--- src/rtl/bus_seq_pkg.sv ---
`timescale 1ns/1ps
package bus_seq_pkg;
  typedef enum logic [2:0] {
    ST_IDLE,
    ST_T1,
    ST_T2,
    ST_T3,
    ST_TW,
    ST_T4,
    ST_HOLD
  } bus_state_e;

  typedef enum logic [1:0] {
    SEG_EXTRA = 2'b00,
    SEG_STACK = 2'b01,
    SEG_CODE  = 2'b10,
    SEG_DATA  = 2'b11
  } seg_e;
endpackage

--- src/rtl/bus_seq_fsm.sv ---
`timescale 1ns/1ps
module bus_seq_fsm
  import bus_seq_pkg::*;
#(
  parameter int ADDR_W = 20,
  parameter int DATA_W = 16
) (
  input  logic              clk_i,
  input  logic              rst_ni,
  input  logic              req_valid_i,
  input  logic              req_io_i,
  input  logic              req_write_i,
  input  logic [ADDR_W-1:0] req_addr_i,
  input  logic [DATA_W-1:0] req_wdata_i,
  input  logic [1:0]        req_seg_i,
  input  logic              req_ief_i,
  input  logic              ready_i,
  input  logic              hold_i,
  output logic              req_ready_o,
  output bus_state_e        state_o,
  output logic              cur_io_o,
  output logic              cur_write_o,
  output logic [ADDR_W-1:0] cur_addr_o,
  output logic [DATA_W-1:0] cur_wdata_o,
  output logic [1:0]        cur_seg_o,
  output logic              cur_ief_o
);
  bus_state_e state_q, state_d;
  logic boundary, accept;

  assign boundary    = (state_q == ST_IDLE) || (state_q == ST_T4);
  assign req_ready_o = boundary && !hold_i;
  assign accept      = req_ready_o && req_valid_i;

  always_comb begin
    state_d = state_q;
    case (state_q)
      ST_IDLE: begin
        if (hold_i)           state_d = ST_HOLD;
        else if (req_valid_i) state_d = ST_T1;
      end
      ST_T1:        state_d = ST_T2;
      ST_T2:        state_d = ST_T3;
      ST_T3, ST_TW: state_d = ready_i ? ST_T4 : ST_TW;
      ST_T4: begin
        if (hold_i)           state_d = ST_HOLD;
        else if (req_valid_i) state_d = ST_T1;
        else                  state_d = ST_IDLE;
      end
      ST_HOLD: if (!hold_i) state_d = ST_IDLE;
      default: state_d = ST_IDLE;
    endcase
  end

  always_ff @(posedge clk_i or negedge rst_ni) begin
    if (!rst_ni) state_q <= ST_IDLE;
    else         state_q <= state_d;
  end

  // request captured at acceptance, held for the whole cycle
  always_ff @(posedge clk_i or negedge rst_ni) begin
    if (!rst_ni) begin
      cur_io_o    <= 1'b0;
      cur_write_o <= 1'b0;
      cur_addr_o  <= '0;
      cur_wdata_o <= '0;
      cur_seg_o   <= 2'b00;
      cur_ief_o   <= 1'b0;
    end else if (accept) begin
      cur_io_o    <= req_io_i;
      cur_write_o <= req_write_i;
      cur_addr_o  <= req_addr_i;
      cur_wdata_o <= req_wdata_i;
      cur_seg_o   <= req_seg_i;
      cur_ief_o   <= req_ief_i;
    end
  end

  assign state_o = state_q;
endmodule

--- src/rtl/bus_seq_drive.sv ---
`timescale 1ns/1ps
module bus_seq_drive
  import bus_seq_pkg::*;
#(
  parameter int ADDR_W = 20,
  parameter int DATA_W = 16,
  parameter int IO_W   = 16
) (
  input  bus_state_e        state_i,
  input  logic              cur_io_i,
  input  logic              cur_write_i,
  input  logic [ADDR_W-1:0] cur_addr_i,
  input  logic [DATA_W-1:0] cur_wdata_i,
  input  logic [1:0]        cur_seg_i,
  input  logic              cur_ief_i,
  output logic [ADDR_W-1:0] bus_ad_o,
  output logic              ad_hi_oe_o,
  output logic              ad_lo_oe_o
);
  localparam int HI_W = ADDR_W - DATA_W;
  localparam logic [ADDR_W-1:0] IO_MASK = {{(ADDR_W-IO_W){1'b0}}, {IO_W{1'b1}}};

  logic [HI_W-1:0]   stat_w;
  logic [ADDR_W-1:0] t1_addr;
  logic              addr_ph, data_ph;

  // status layout: [1:0] segment, [2] interrupt flag, rest tied low
  for (genvar b = 0; b < HI_W; b++) begin : g_stat
    if (b < 2) begin : g_seg
      assign stat_w[b] = cur_seg_i[b];
    end else if (b == 2) begin : g_ief
      assign stat_w[b] = cur_ief_i;
    end else begin : g_zero
      assign stat_w[b] = 1'b0;
    end
  end

  assign addr_ph = (state_i == ST_T1);
  assign data_ph = (state_i == ST_T2) || (state_i == ST_T3) ||
                   (state_i == ST_TW) || (state_i == ST_T4);
  assign t1_addr = cur_io_i ? (cur_addr_i & IO_MASK) : cur_addr_i;

  always_comb begin
    if (addr_ph) begin
      bus_ad_o = t1_addr;
    end else begin
      bus_ad_o[ADDR_W-1:DATA_W] = stat_w;
      bus_ad_o[DATA_W-1:0]      = cur_write_i ? cur_wdata_i : '0;
    end
  end

  assign ad_hi_oe_o = addr_ph || data_ph;
  assign ad_lo_oe_o = addr_ph || (data_ph && cur_write_i);
endmodule

--- src/rtl/bus_seq_strobe.sv ---
`timescale 1ns/1ps
module bus_seq_strobe
  import bus_seq_pkg::*;
#(
  parameter int DATA_W = 16
) (
  input  logic              clk_i,
  input  logic              rst_ni,
  input  bus_state_e        state_i,
  input  logic              cur_io_i,
  input  logic              cur_write_i,
  input  logic              ready_i,
  input  logic [DATA_W-1:0] bus_ad_i,
  output logic              ale_o,
  output logic              rd_o,
  output logic              wr_o,
  output logic              mem_io_o,
  output logic              dt_r_o,
  output logic              den_o,
  output logic              ctl_oe_o,
  output logic              hlda_o,
  output logic              rsp_valid_o,
  output logic [DATA_W-1:0] rsp_rdata_o
);
  logic strobe_ph, end_ph;

  assign strobe_ph = (state_i == ST_T2) || (state_i == ST_T3) || (state_i == ST_TW);
  assign end_ph    = (state_i == ST_T3) || (state_i == ST_TW);

  assign ale_o       = (state_i == ST_T1);
  assign rd_o        = strobe_ph && !cur_write_i;
  assign wr_o        = strobe_ph &&  cur_write_i;
  assign den_o       = strobe_ph || (state_i == ST_T4);
  assign mem_io_o    = !cur_io_i;
  assign dt_r_o      = cur_write_i;
  assign hlda_o      = (state_i == ST_HOLD);
  assign ctl_oe_o    = !hlda_o;
  assign rsp_valid_o = (state_i == ST_T4);

  // sample at the edge that enters T4
  always_ff @(posedge clk_i or negedge rst_ni) begin
    if (!rst_ni)                               rsp_rdata_o <= '0;
    else if (end_ph && ready_i && !cur_write_i) rsp_rdata_o <= bus_ad_i;
  end
endmodule

--- src/rtl/mux_bus_seq.sv ---
`timescale 1ns/1ps
module mux_bus_seq
  import bus_seq_pkg::*;
#(
  parameter int ADDR_W = 20,
  parameter int DATA_W = 16,
  parameter int IO_W   = 16
) (
  input  logic              clk_i,
  input  logic              rst_ni,
  input  logic              req_valid_i,
  output logic              req_ready_o,
  input  logic              req_io_i,
  input  logic              req_write_i,
  input  logic [ADDR_W-1:0] req_addr_i,
  input  logic [DATA_W-1:0] req_wdata_i,
  input  logic [1:0]        req_seg_i,
  input  logic              req_ief_i,
  output logic              rsp_valid_o,
  output logic [DATA_W-1:0] rsp_rdata_o,
  input  logic              ready_i,
  input  logic              hold_i,
  output logic              hlda_o,
  output logic [ADDR_W-1:0] bus_ad_o,
  input  logic [DATA_W-1:0] bus_ad_i,
  output logic              ad_hi_oe_o,
  output logic              ad_lo_oe_o,
  output logic              ale_o,
  output logic              rd_o,
  output logic              wr_o,
  output logic              mem_io_o,
  output logic              dt_r_o,
  output logic              den_o,
  output logic              ctl_oe_o
);
  bus_state_e        state;
  logic              cur_io, cur_write, cur_ief;
  logic [ADDR_W-1:0] cur_addr;
  logic [DATA_W-1:0] cur_wdata;
  logic [1:0]        cur_seg;

  bus_seq_fsm #(.ADDR_W(ADDR_W), .DATA_W(DATA_W)) u_fsm (
    .clk_i       (clk_i),
    .rst_ni      (rst_ni),
    .req_valid_i (req_valid_i),
    .req_io_i    (req_io_i),
    .req_write_i (req_write_i),
    .req_addr_i  (req_addr_i),
    .req_wdata_i (req_wdata_i),
    .req_seg_i   (req_seg_i),
    .req_ief_i   (req_ief_i),
    .ready_i     (ready_i),
    .hold_i      (hold_i),
    .req_ready_o (req_ready_o),
    .state_o     (state),
    .cur_io_o    (cur_io),
    .cur_write_o (cur_write),
    .cur_addr_o  (cur_addr),
    .cur_wdata_o (cur_wdata),
    .cur_seg_o   (cur_seg),
    .cur_ief_o   (cur_ief)
  );

  bus_seq_drive #(.ADDR_W(ADDR_W), .DATA_W(DATA_W), .IO_W(IO_W)) u_drive (
    .state_i     (state),
    .cur_io_i    (cur_io),
    .cur_write_i (cur_write),
    .cur_addr_i  (cur_addr),
    .cur_wdata_i (cur_wdata),
    .cur_seg_i   (cur_seg),
    .cur_ief_i   (cur_ief),
    .bus_ad_o    (bus_ad_o),
    .ad_hi_oe_o  (ad_hi_oe_o),
    .ad_lo_oe_o  (ad_lo_oe_o)
  );

  bus_seq_strobe #(.DATA_W(DATA_W)) u_strobe (
    .clk_i       (clk_i),
    .rst_ni      (rst_ni),
    .state_i     (state),
    .cur_io_i    (cur_io),
    .cur_write_i (cur_write),
    .ready_i     (ready_i),
    .bus_ad_i    (bus_ad_i),
    .ale_o       (ale_o),
    .rd_o        (rd_o),
    .wr_o        (wr_o),
    .mem_io_o    (mem_io_o),
    .dt_r_o      (dt_r_o),
    .den_o       (den_o),
    .ctl_oe_o    (ctl_oe_o),
    .hlda_o      (hlda_o),
    .rsp_valid_o (rsp_valid_o),
    .rsp_rdata_o (rsp_rdata_o)
  );
endmodule

--- config.mk ---
export PLATFORM = sky130hd
export DESIGN_NAME = mux_bus_seq
export DESIGN_NICKNAME = d
export VERILOG_FILES = /design/src/rtl/bus_seq_pkg.sv /design/src/rtl/bus_seq_fsm.sv /design/src/rtl/bus_seq_drive.sv /design/src/rtl/bus_seq_strobe.sv /design/src/rtl/mux_bus_seq.sv
export SDC_FILE = /design/constraint.sdc
export NUM_CORES = 1
export LEC_CHECK = 0
export BUFFER_PORTS_ARGS = -buffer_cell sky130_fd_sc_hd__buf_2
export CELL_PAD_IN_SITES_DETAIL_PLACEMENT = 1
export CELL_PAD_IN_SITES_GLOBAL_PLACEMENT = 1
export CORE_ASPECT_RATIO = 0.9
export CORE_UTILIZATION = 38
export DETAILED_ROUTE_END_ITERATION = 12
export MAX_ROUTING_LAYER = met4
export PLACE_DENSITY = 0.88
export SYNTH_ARGS = -nofsm -noshare
export SYNTH_HDL_FRONTEND = slang
export SYNTH_SLANG_ARGS = --single-unit
--- constraint.sdc ---
create_clock -name clk_i -period 2.61 [get_ports clk_i]
set_clock_uncertainty 0.15 [all_clocks]
set_input_delay 0.522 -clock clk_i [delete_from_list [all_inputs] [get_ports clk_i]]
set_output_delay 0.522 -clock clk_i [all_outputs]
set_load 0.005 [all_outputs]
==> results of run 1 <==
## state kept, by name, indices dropped and copies added, names as in the netlist
| name | count |
|---|---|
| u_fsm.cur_io_o | 1 |
| u_fsm.cur_wdata_o | 16 |
| u_fsm.cur_write_o | 1 |
| u_fsm.cur_seg_o | 2 |
| u_fsm.cur_addr_o | 20 |
| u_fsm.state_o | 3 |
| u_strobe.rsp_rdata_o | 16 |
| u_fsm.cur_ief_o | 1 |
## power by group through the flow
| stage | clock [uW] | combinational [uW] | sequential, uW |
|---|---|---|---|
| after floorplan | 0 | 1560 | 1660 |
| after CTS | 1070 | 2380 | 1730 |
| after global placement | 0 | 2250 | 1700 |
| final | 1050 | 2350 | 1730 |
| after global routing | 1100 | 2600 | 1800 |
| after detailed placement | 0 | 2350 | 1750 |
## placed cells by master, fill, tap and decap left out, types with 3 or more instances in the layout
cell type  Yosys  final
o32ai_1       16     16
mux2_2        37     37
a221oi_1       6      6
buf_2          6    109
nor2_1         3      3
buf_4          1     13
nand2b_1       6      6
bufinv_16      0      3
inv_1         37     37
o21ai_0       17     17
a21oi_1        4      4
nand2_1        8      8
nand3_1       16     16
a221oi_2      10     10
dfrtp_1       60     60
nor3_1        17     17
clkbuf_8       0     11
mux2_1         4      4
## per-stage QoR
stage               setup WS (ns)  hold slack [ns]  utilization, %  cells  area [um2]
global route               0.0137            0.254            51.7    497        4000
global placement            0.529            0.302            48.3    480        3740
CTS                        0.0775            0.257            51.7    497        4000
finish                     0.0972            0.270            51.7    497        4000
detailed placement          0.456            0.304            48.3    480        3740
floorplan                   0.488           0.0764               -    287        3110
## worst max-delay path: cells and delay by family (launching register included)
kind,cells,cell delay (ns)
DFF,1,0.47
buffers and inverters,3,0.46
and+or+nand+nor,2,0.59
## final timing paths
check	start	end	slack (ns)	depth (start not counted)
setup / recovery	u_fsm.state_o[2]	bus_ad_o[19]	0.1	5
hold / removal	req_addr_i[6]	u_fsm.cur_addr_o[6]	0.27	2
setup reg to reg	u_fsm.state_o[0]	u_fsm.cur_addr_o[11]	0.51	5
hold reg to reg	u_fsm.cur_addr_o[17]	u_fsm.cur_addr_o[17]	0.35	1
max in group asynchronous	rst_ni	u_fsm.cur_addr_o[10]	1.23	3
min in group asynchronous	rst_ni	u_strobe.rsp_rdata_o[12]	0.51	2
## area by class of cell
cell class	instances	area (um2)	share of cell area [%]
Inverter	37	139	3.47
Sequential cell	60	1500	37.6
Multi-Input combinational cell	164	1310	32.9
Tap cell	96	120	3.00
Timing Repair Buffer	124	673	16.8
Clock inverter	4	95.1	2.38
Clock buffer	12	155	3.88
## repair_timing
| action | 4_1_cts | 5_1_grt |
|---|---|---|
| endpoints found under the hold margin | 14 | 0 |
| setup buffers | 0 | 0 |
| hold buffers | 1 | 0 |
## routing by layer
layer	up-vias	part of all wire (%)	GRT usage [%]
met5	-	0	-
li1	1251	-	-
met1	1319	43	26.0
met2	66	52	38.0
met4	0	2.2	8.42
met3	17	3.4	3.75
## cell families (layout without fill, tap and decap cells)
kind of cell	count (synthesis)	after routing
flip-flops	60	60
AO/OA/AOI/OAI	64	64
buffers and inverters	63	177
multiplexers	41	41
AND/OR/NAND/NOR	59	59
==> results by group, run 1 <==
Place
  • RD Place Congestion: between 0.7 and 0.8
  • Port bufs: 109
  • Detailed placement HPWL: between 6000 and 7000 um

Timing
  • Tmin final: approximately 2.5 ns
  • Fmax: about 0.40 GHz
  • Period Utilization, post-route: between 90% and 100%
  • Rel. slew slack: between 40% and 50%
  • RSZ-0062 raised after global routing: no
  • Final setup fails: 0
  • Final Hold Viols: 0
  • Final Max Tran Viols: 0
  • Setup TNS: 0 ns
  • Worst slew pin tran: 0.777 ns

Logic synthesis
  • Simple-gate portion of the synthesized area: between 10% and 20%
  • Multiplexer share of the synthesized area: ~15%
  • Post-Syn Nets: between 300 and 400
  • Synth top area share: around half
  • Number of synthesized flops with an enable pin: 0
  • Syn Std Cell Area: ~0.0031 mm2
  • Number of synthesized register bits: 60
  • Main combinational cell family by area after synthesis: compound AO/OA/AOI/OAI gates
  • Post-synth top flop: dfrtp_1
  • Distinct cells, synth: 36
  • Synth Area per Inst: 10.8 um2
  • Cell accounting for the most synthesized area: dfrtp_1
  • Most common cell in the synthesized netlist: dfrtp_1
  • Sequential-to-total area share from yosys stat: around half
  • FFs w/ async S/R, synth: 100%
  • Synth top area cells: dfrtp_1 (48%), mux2_2 (13%), a221oi_2 (4.8%)
  • Ys Warns: 0
  • Synth Area in Adders: 0%
  • Mapped Cells: ~290
  • Synth top cells by count: dfrtp_1 (60), inv_1 (37), mux2_2 (37), nor3_1 (17), o21ai_0 (17)
  • Synth Area in Compound Gates: between 10% and 20%
  • XOR/XNOR Fraction of Synth Area: 0%

Power
  • Sw Share: a little under two fifths
  • Lkg Pwr: approximately 0.0019 uW
  • Pwr Density: ~1300 mW/mm2
  • Sequential share of power: around 34%
  • Clk pwr share: between 20 and 25%
  • P_int: 3240 uW
  • Combinational share of power: 45.8%
  • Psw: about 1900 uW
  • PnR Total Power: between 5000 and 6000 uW
  • Maximum vdd drop: 0.000501 V

Clock tree
  • CTS Sinks: 60
  • Root buf cell: clkbuf_8
  • CTS tree: yes
  • CTS Buf Count: 9
  • Clk Latency, worst-skew pair: between 0.3 and 0.4 ns
  • CTS H-tree lvls: 3
  • CTS Buffer Depth: 2
  • Post-cts sizing count: 0
  • Clk pin slew, worst setup/hold paths: about 0.07 ns

Critical path
  • Largest stage delay, worst path: 0.47 ns
  • CP Class: reg2out
  • CP max FO: 27
  • Crit path DAT: 1.84 ns
  • Slowest-stage cell, CP: dfrtp_1
  • Crit end category: output port
  • CP cell instances: or3b_1, buf_4, inv_1, and3_1, buf_2
  • Startpoint types: flip-flop
  • CP required: roughly 1.9 ns

Run
  • Max-cap violation count: 0

Route
  • DRC violations left: 0
  • Via count: ~2.7k
  • Drt total wl: roughly 8800 um
  • Vias per Instance: around 5.3
  • 1st-pass router iterations: 4
  • Number of DRC markers in iteration 0: about 130
  • DR WL/cell: roughly 18 um
  • Post-route ant nets: 0

Die
  • Starting Density: approximately 40%
  • I/O pin cnt: 110
  • Die height: about 88 um
  • Row count: 30
  • Die area: 0.00855 mm2
  • Core Box Area: roughly 0.0077 mm2
  • Chip width: 97.3 um

Layout
  • Area grow syn2layout: 28.6%
  • Layout cells sized above 1: ~47%
  • Diodes inserted: 0
  • Fillcell total: approximately 900
  • Final nets: ~460

GRT
  • Overflow after GRT: 0
  • Largest net degree at the start of global routing: 47
  • Initial antenna violation count: 0
  • First-pass GRT wire length: 14300 um
  • Vias in the first global route: slightly below 3k
  • GRT Total Usage: around 22%

Min path
  • Hold Path Class: in2reg

Run status
  • Status: finished clean
(Power assumes the default switching activity.)
==> run 2: changes to the inputs <==
--- a/config.mk
+++ b/config.mk
@@ -9,10 +9,11 @@
 export CELL_PAD_IN_SITES_DETAIL_PLACEMENT = 1
 export CELL_PAD_IN_SITES_GLOBAL_PLACEMENT = 1
 export CORE_ASPECT_RATIO = 0.9
-export CORE_UTILIZATION = 38
+export CORE_UTILIZATION = 41
+export CTS_CLUSTER_DIAMETER = 50
 export DETAILED_ROUTE_END_ITERATION = 12
 export MAX_ROUTING_LAYER = met4
-export PLACE_DENSITY = 0.88
+export PLACE_DENSITY = 0.94
 export SYNTH_ARGS = -nofsm -noshare
 export SYNTH_HDL_FRONTEND = slang
 export SYNTH_SLANG_ARGS = --single-unit
==> constraint.sdc (replaced) <==
create_clock -name clk_i -period 3.1 [get_ports clk_i]
set_clock_uncertainty 0.15 [all_clocks]
set_input_delay 0.62 -clock clk_i [delete_from_list [all_inputs] [get_ports clk_i]]
set_output_delay 0.62 -clock clk_i [all_outputs]
set_load 0.005 [all_outputs]
==> run 2 against run 1 <==
First-iteration DRC count shrank 8.3%. Clock power shrank 33%. Non-clock buffer count decreased by 6. Utilization increased by 2.4 points. Sequential share of layout area increased by 1.1 points.
==> results by group, run 2 (synthesized netlist as in run 1, its figures left out) <==
Place
  • RD Place Congestion: 0.790 (was 0.771)
  • Port bufs: 109 (unchanged)
  • Detailed placement HPWL: 6060 um (was 6190 um)

Critical path
  • Crit path DAT: 2.03 ns (was 1.84 ns)
  • CP max FO: 39 (was 27)
  • CP Class: reg2out (unchanged)
  • Crit path from: u_fsm.state_o[0] (was u_fsm.state_o[2])
  • Crit end category: output port (unchanged)
  • CP required: 2.33 ns (was 1.94 ns)
  • RR Endpoint: u_fsm.cur_addr_o[7] (was u_fsm.cur_addr_o[11])
  • Reg2reg start: u_fsm.state_o[0] (unchanged)
  • Startpoint types: flip-flop (unchanged)
  • R2R Setup Slk: 0.55 ns (was 0.51 ns)
  • Worst-case reg-to-reg path depth: 5 (unchanged)

Layout
  • Largest register by flop count: u_fsm.cur_addr_o (unchanged)
  • Final nets: 452 (was 458)
  • Commonest cells after routing, fill and taps aside: buf_2 (109), dfrtp_1 (60), inv_1 (37), mux2_2 (37) (unchanged)
  • Max FFs per register: 20 (unchanged)
  • Area grow syn2layout: 25.1% (was 28.6%)
  • Final core utilization: 54.1% (was 51.7%)
  • Top flop regs: u_fsm.cur_addr_o x20, u_fsm.cur_wdata_o x16, u_strobe.rsp_rdata_o x16 (unchanged)
  • Layout cells sized above 1: 46.3% (was 46.6%)
  • Most common cell after layout, fill and taps aside: buf_2 (unchanged)

Power
  • Clk pwr share: 17.2% (was 20.5%)
  • Psw: 1610 uW (was 1890 uW)
  • Maximum vdd drop: 0.000371 V (was 0.000501 V)
  • Combinational share of power: 45.4% (was 45.8%)
  • Lkg Pwr: 0.00186 uW (was 0.00193 uW)
  • Sw Share: 39.2% (was 36.8%)
  • P_int: 2500 uW (was 3240 uW)
  • Pwr Density: 1060 mW/mm2 (was 1280 mW/mm2)
  • Sequential share of power: 37.4% (was 33.8%)

Clock tree
  • CTS Buf Count: 9 (unchanged)
  • CTS tree: yes (unchanged)
  • Root buf cell: clkbuf_8 (unchanged)
  • CTS H-tree lvls: 3 (unchanged)
  • CTS Sinks: 60 (unchanged)
  • Hold-fix buffers, CTS: 0 (was 1)
  • Clk pin slew, worst setup/hold paths: 0.07 ns (about the same)
  • Clk Latency, worst-skew pair: 0.34 ns (was 0.32 ns)
  • Post-CTS Setup Bufs: 0 (unchanged)
  • Post-cts sizing count: 0 (unchanged)
  • CTS Buffer Depth: 2 (unchanged)

Die
  • I/O pin cnt: 110 (unchanged)
  • Chip width: 93.8 um (was 97.3 um)
  • Row count: 29 (was 30)
  • Die height: 84.6 um (was 87.8 um)
  • Starting Density: 43.3% (was 40.2%)
  • Die area: 0.00793 mm2 (was 0.00855 mm2)
  • Core Box Area: 0.00718 mm2 (was 0.00773 mm2)

Run status
  • Status: finished clean (unchanged)

Route
  • Number of DRC markers in iteration 0: 121 (was 132)
  • Post-route ant nets: 0 (unchanged)
  • 1st-pass router iterations: 4 (unchanged)
  • Via count: 2691 (was 2653)
  • DRC violations left: 0 (unchanged)
  • Vias per Instance: 5.50 (was 5.34)
  • DR WL/cell: 17.8 um (was 17.7 um)
  • Drt total wl: 8720 um (was 8790 um)

Timing
  • Final Max Tran Viols: 0 (unchanged)
  • Period Utilization, post-route: 90.4%
  • Final setup fails: 0 (unchanged)
  • Final Hold Viols: 0 (unchanged)
  • Fmax: 0.357 GHz
  • RSZ-0062 raised after global routing: no (unchanged)
  • Tmin final: between 2 and 3 ns
  • Rel. slew slack: 48.4% (was 48.2%)
  • Setup TNS: 0 ns (unchanged)
  • Worst slew pin tran: 0.775 ns (was 0.777 ns)

Min path
  • Hold Path Class: in2async (was in2reg)

GRT
  • GRT Total Usage: 24.3% (was 21.9%)
  • Overflow after GRT: 0 (unchanged)
  • Vias in the first global route: 2872 (was 2888)
  • First-pass GRT wire length: 14200 um (was 14300 um)
  • Initial antenna violation count: 1 (was 0)
  • Largest net degree at the start of global routing: 42 (was 47)

Run
  • Max-cap violation count: 0 (unchanged)
run 2: changes by cell type in the layout (fill, tap and decap cells not counted), sizes merged, moves of 2 or more:
cell	previous run	this run
bufinv	3	1
clkbuf	12	10
buf	123	118
clkinvlp	0	2
clkinv	1	3
run 2: power groups by stage:
stage | registers (uW) | clock network, uW | logic [uW]
floorplan | 1400 | 0 | 1310
global placement | 1500 | 0 | 1750
detailed placement | 1540 | 0 | 1860
CTS | 1530 | 725 | 1880
global route | 1600 | 761 | 2050
finish | 1530 | 706 | 1860
run 2: stage by stage:
step	total power [uW]	hold WS, ns	setup slack, ns	cell area (um2)	instances
after global routing	4410	0.198	0.156	3890	489
final	4100	0.167	0.298	3890	489
after CTS	4140	0.170	0.299	3880	488
after floorplan	2710	0.174	0.880	3110	287
after global placement	3250	0.319	0.671	3680	472
after detailed placement	3410	0.334	0.566	3680	472
run 2: per-layer routing:
metal	track usage [%]	wire, um
met4	13.1	289
met2	40.1	4560
met5	-	0
met3	5.43	305
met1	27.0	3560
run 2: worst max-delay path by stage:
| stage | end | slack (ns) | cells after the start |
|---|---|---|---|
| 6_report | bus_ad_o[2] | 0.30 | 5 |
| 5_1_grt | bus_ad_o[1] | 0.16 | 5 |
| 4_1_cts | bus_ad_o[2] | 0.30 | 5 |
| 3_5_place_dp | u_fsm.cur_wdata_o[12] | 0.57 | 5 |
| 3_3_place_gp | u_fsm.cur_wdata_o[5] | 0.67 | 5 |
| 2_1_floorplan | wr_o | 0.88 | 5 |
run 2: critical path, cell delays in order, from the launching register on:
cell and delay [ns]:
dfrtp_1 0.64, or3b_1 0.40, buf_4 0.26, nand3_1 0.14
o21ai_0 0.11, buf_2 0.15
run 2: cell type report:
cell class	count	area, um2
timing repair buffer	118	613
inverter	37	139
tap	93	116
sequential	60	1500
fill	827	3300
clock inverter	6	63.8
antenna	1	2.50
clock buffer	10	138
multi-input combinational	164	1310
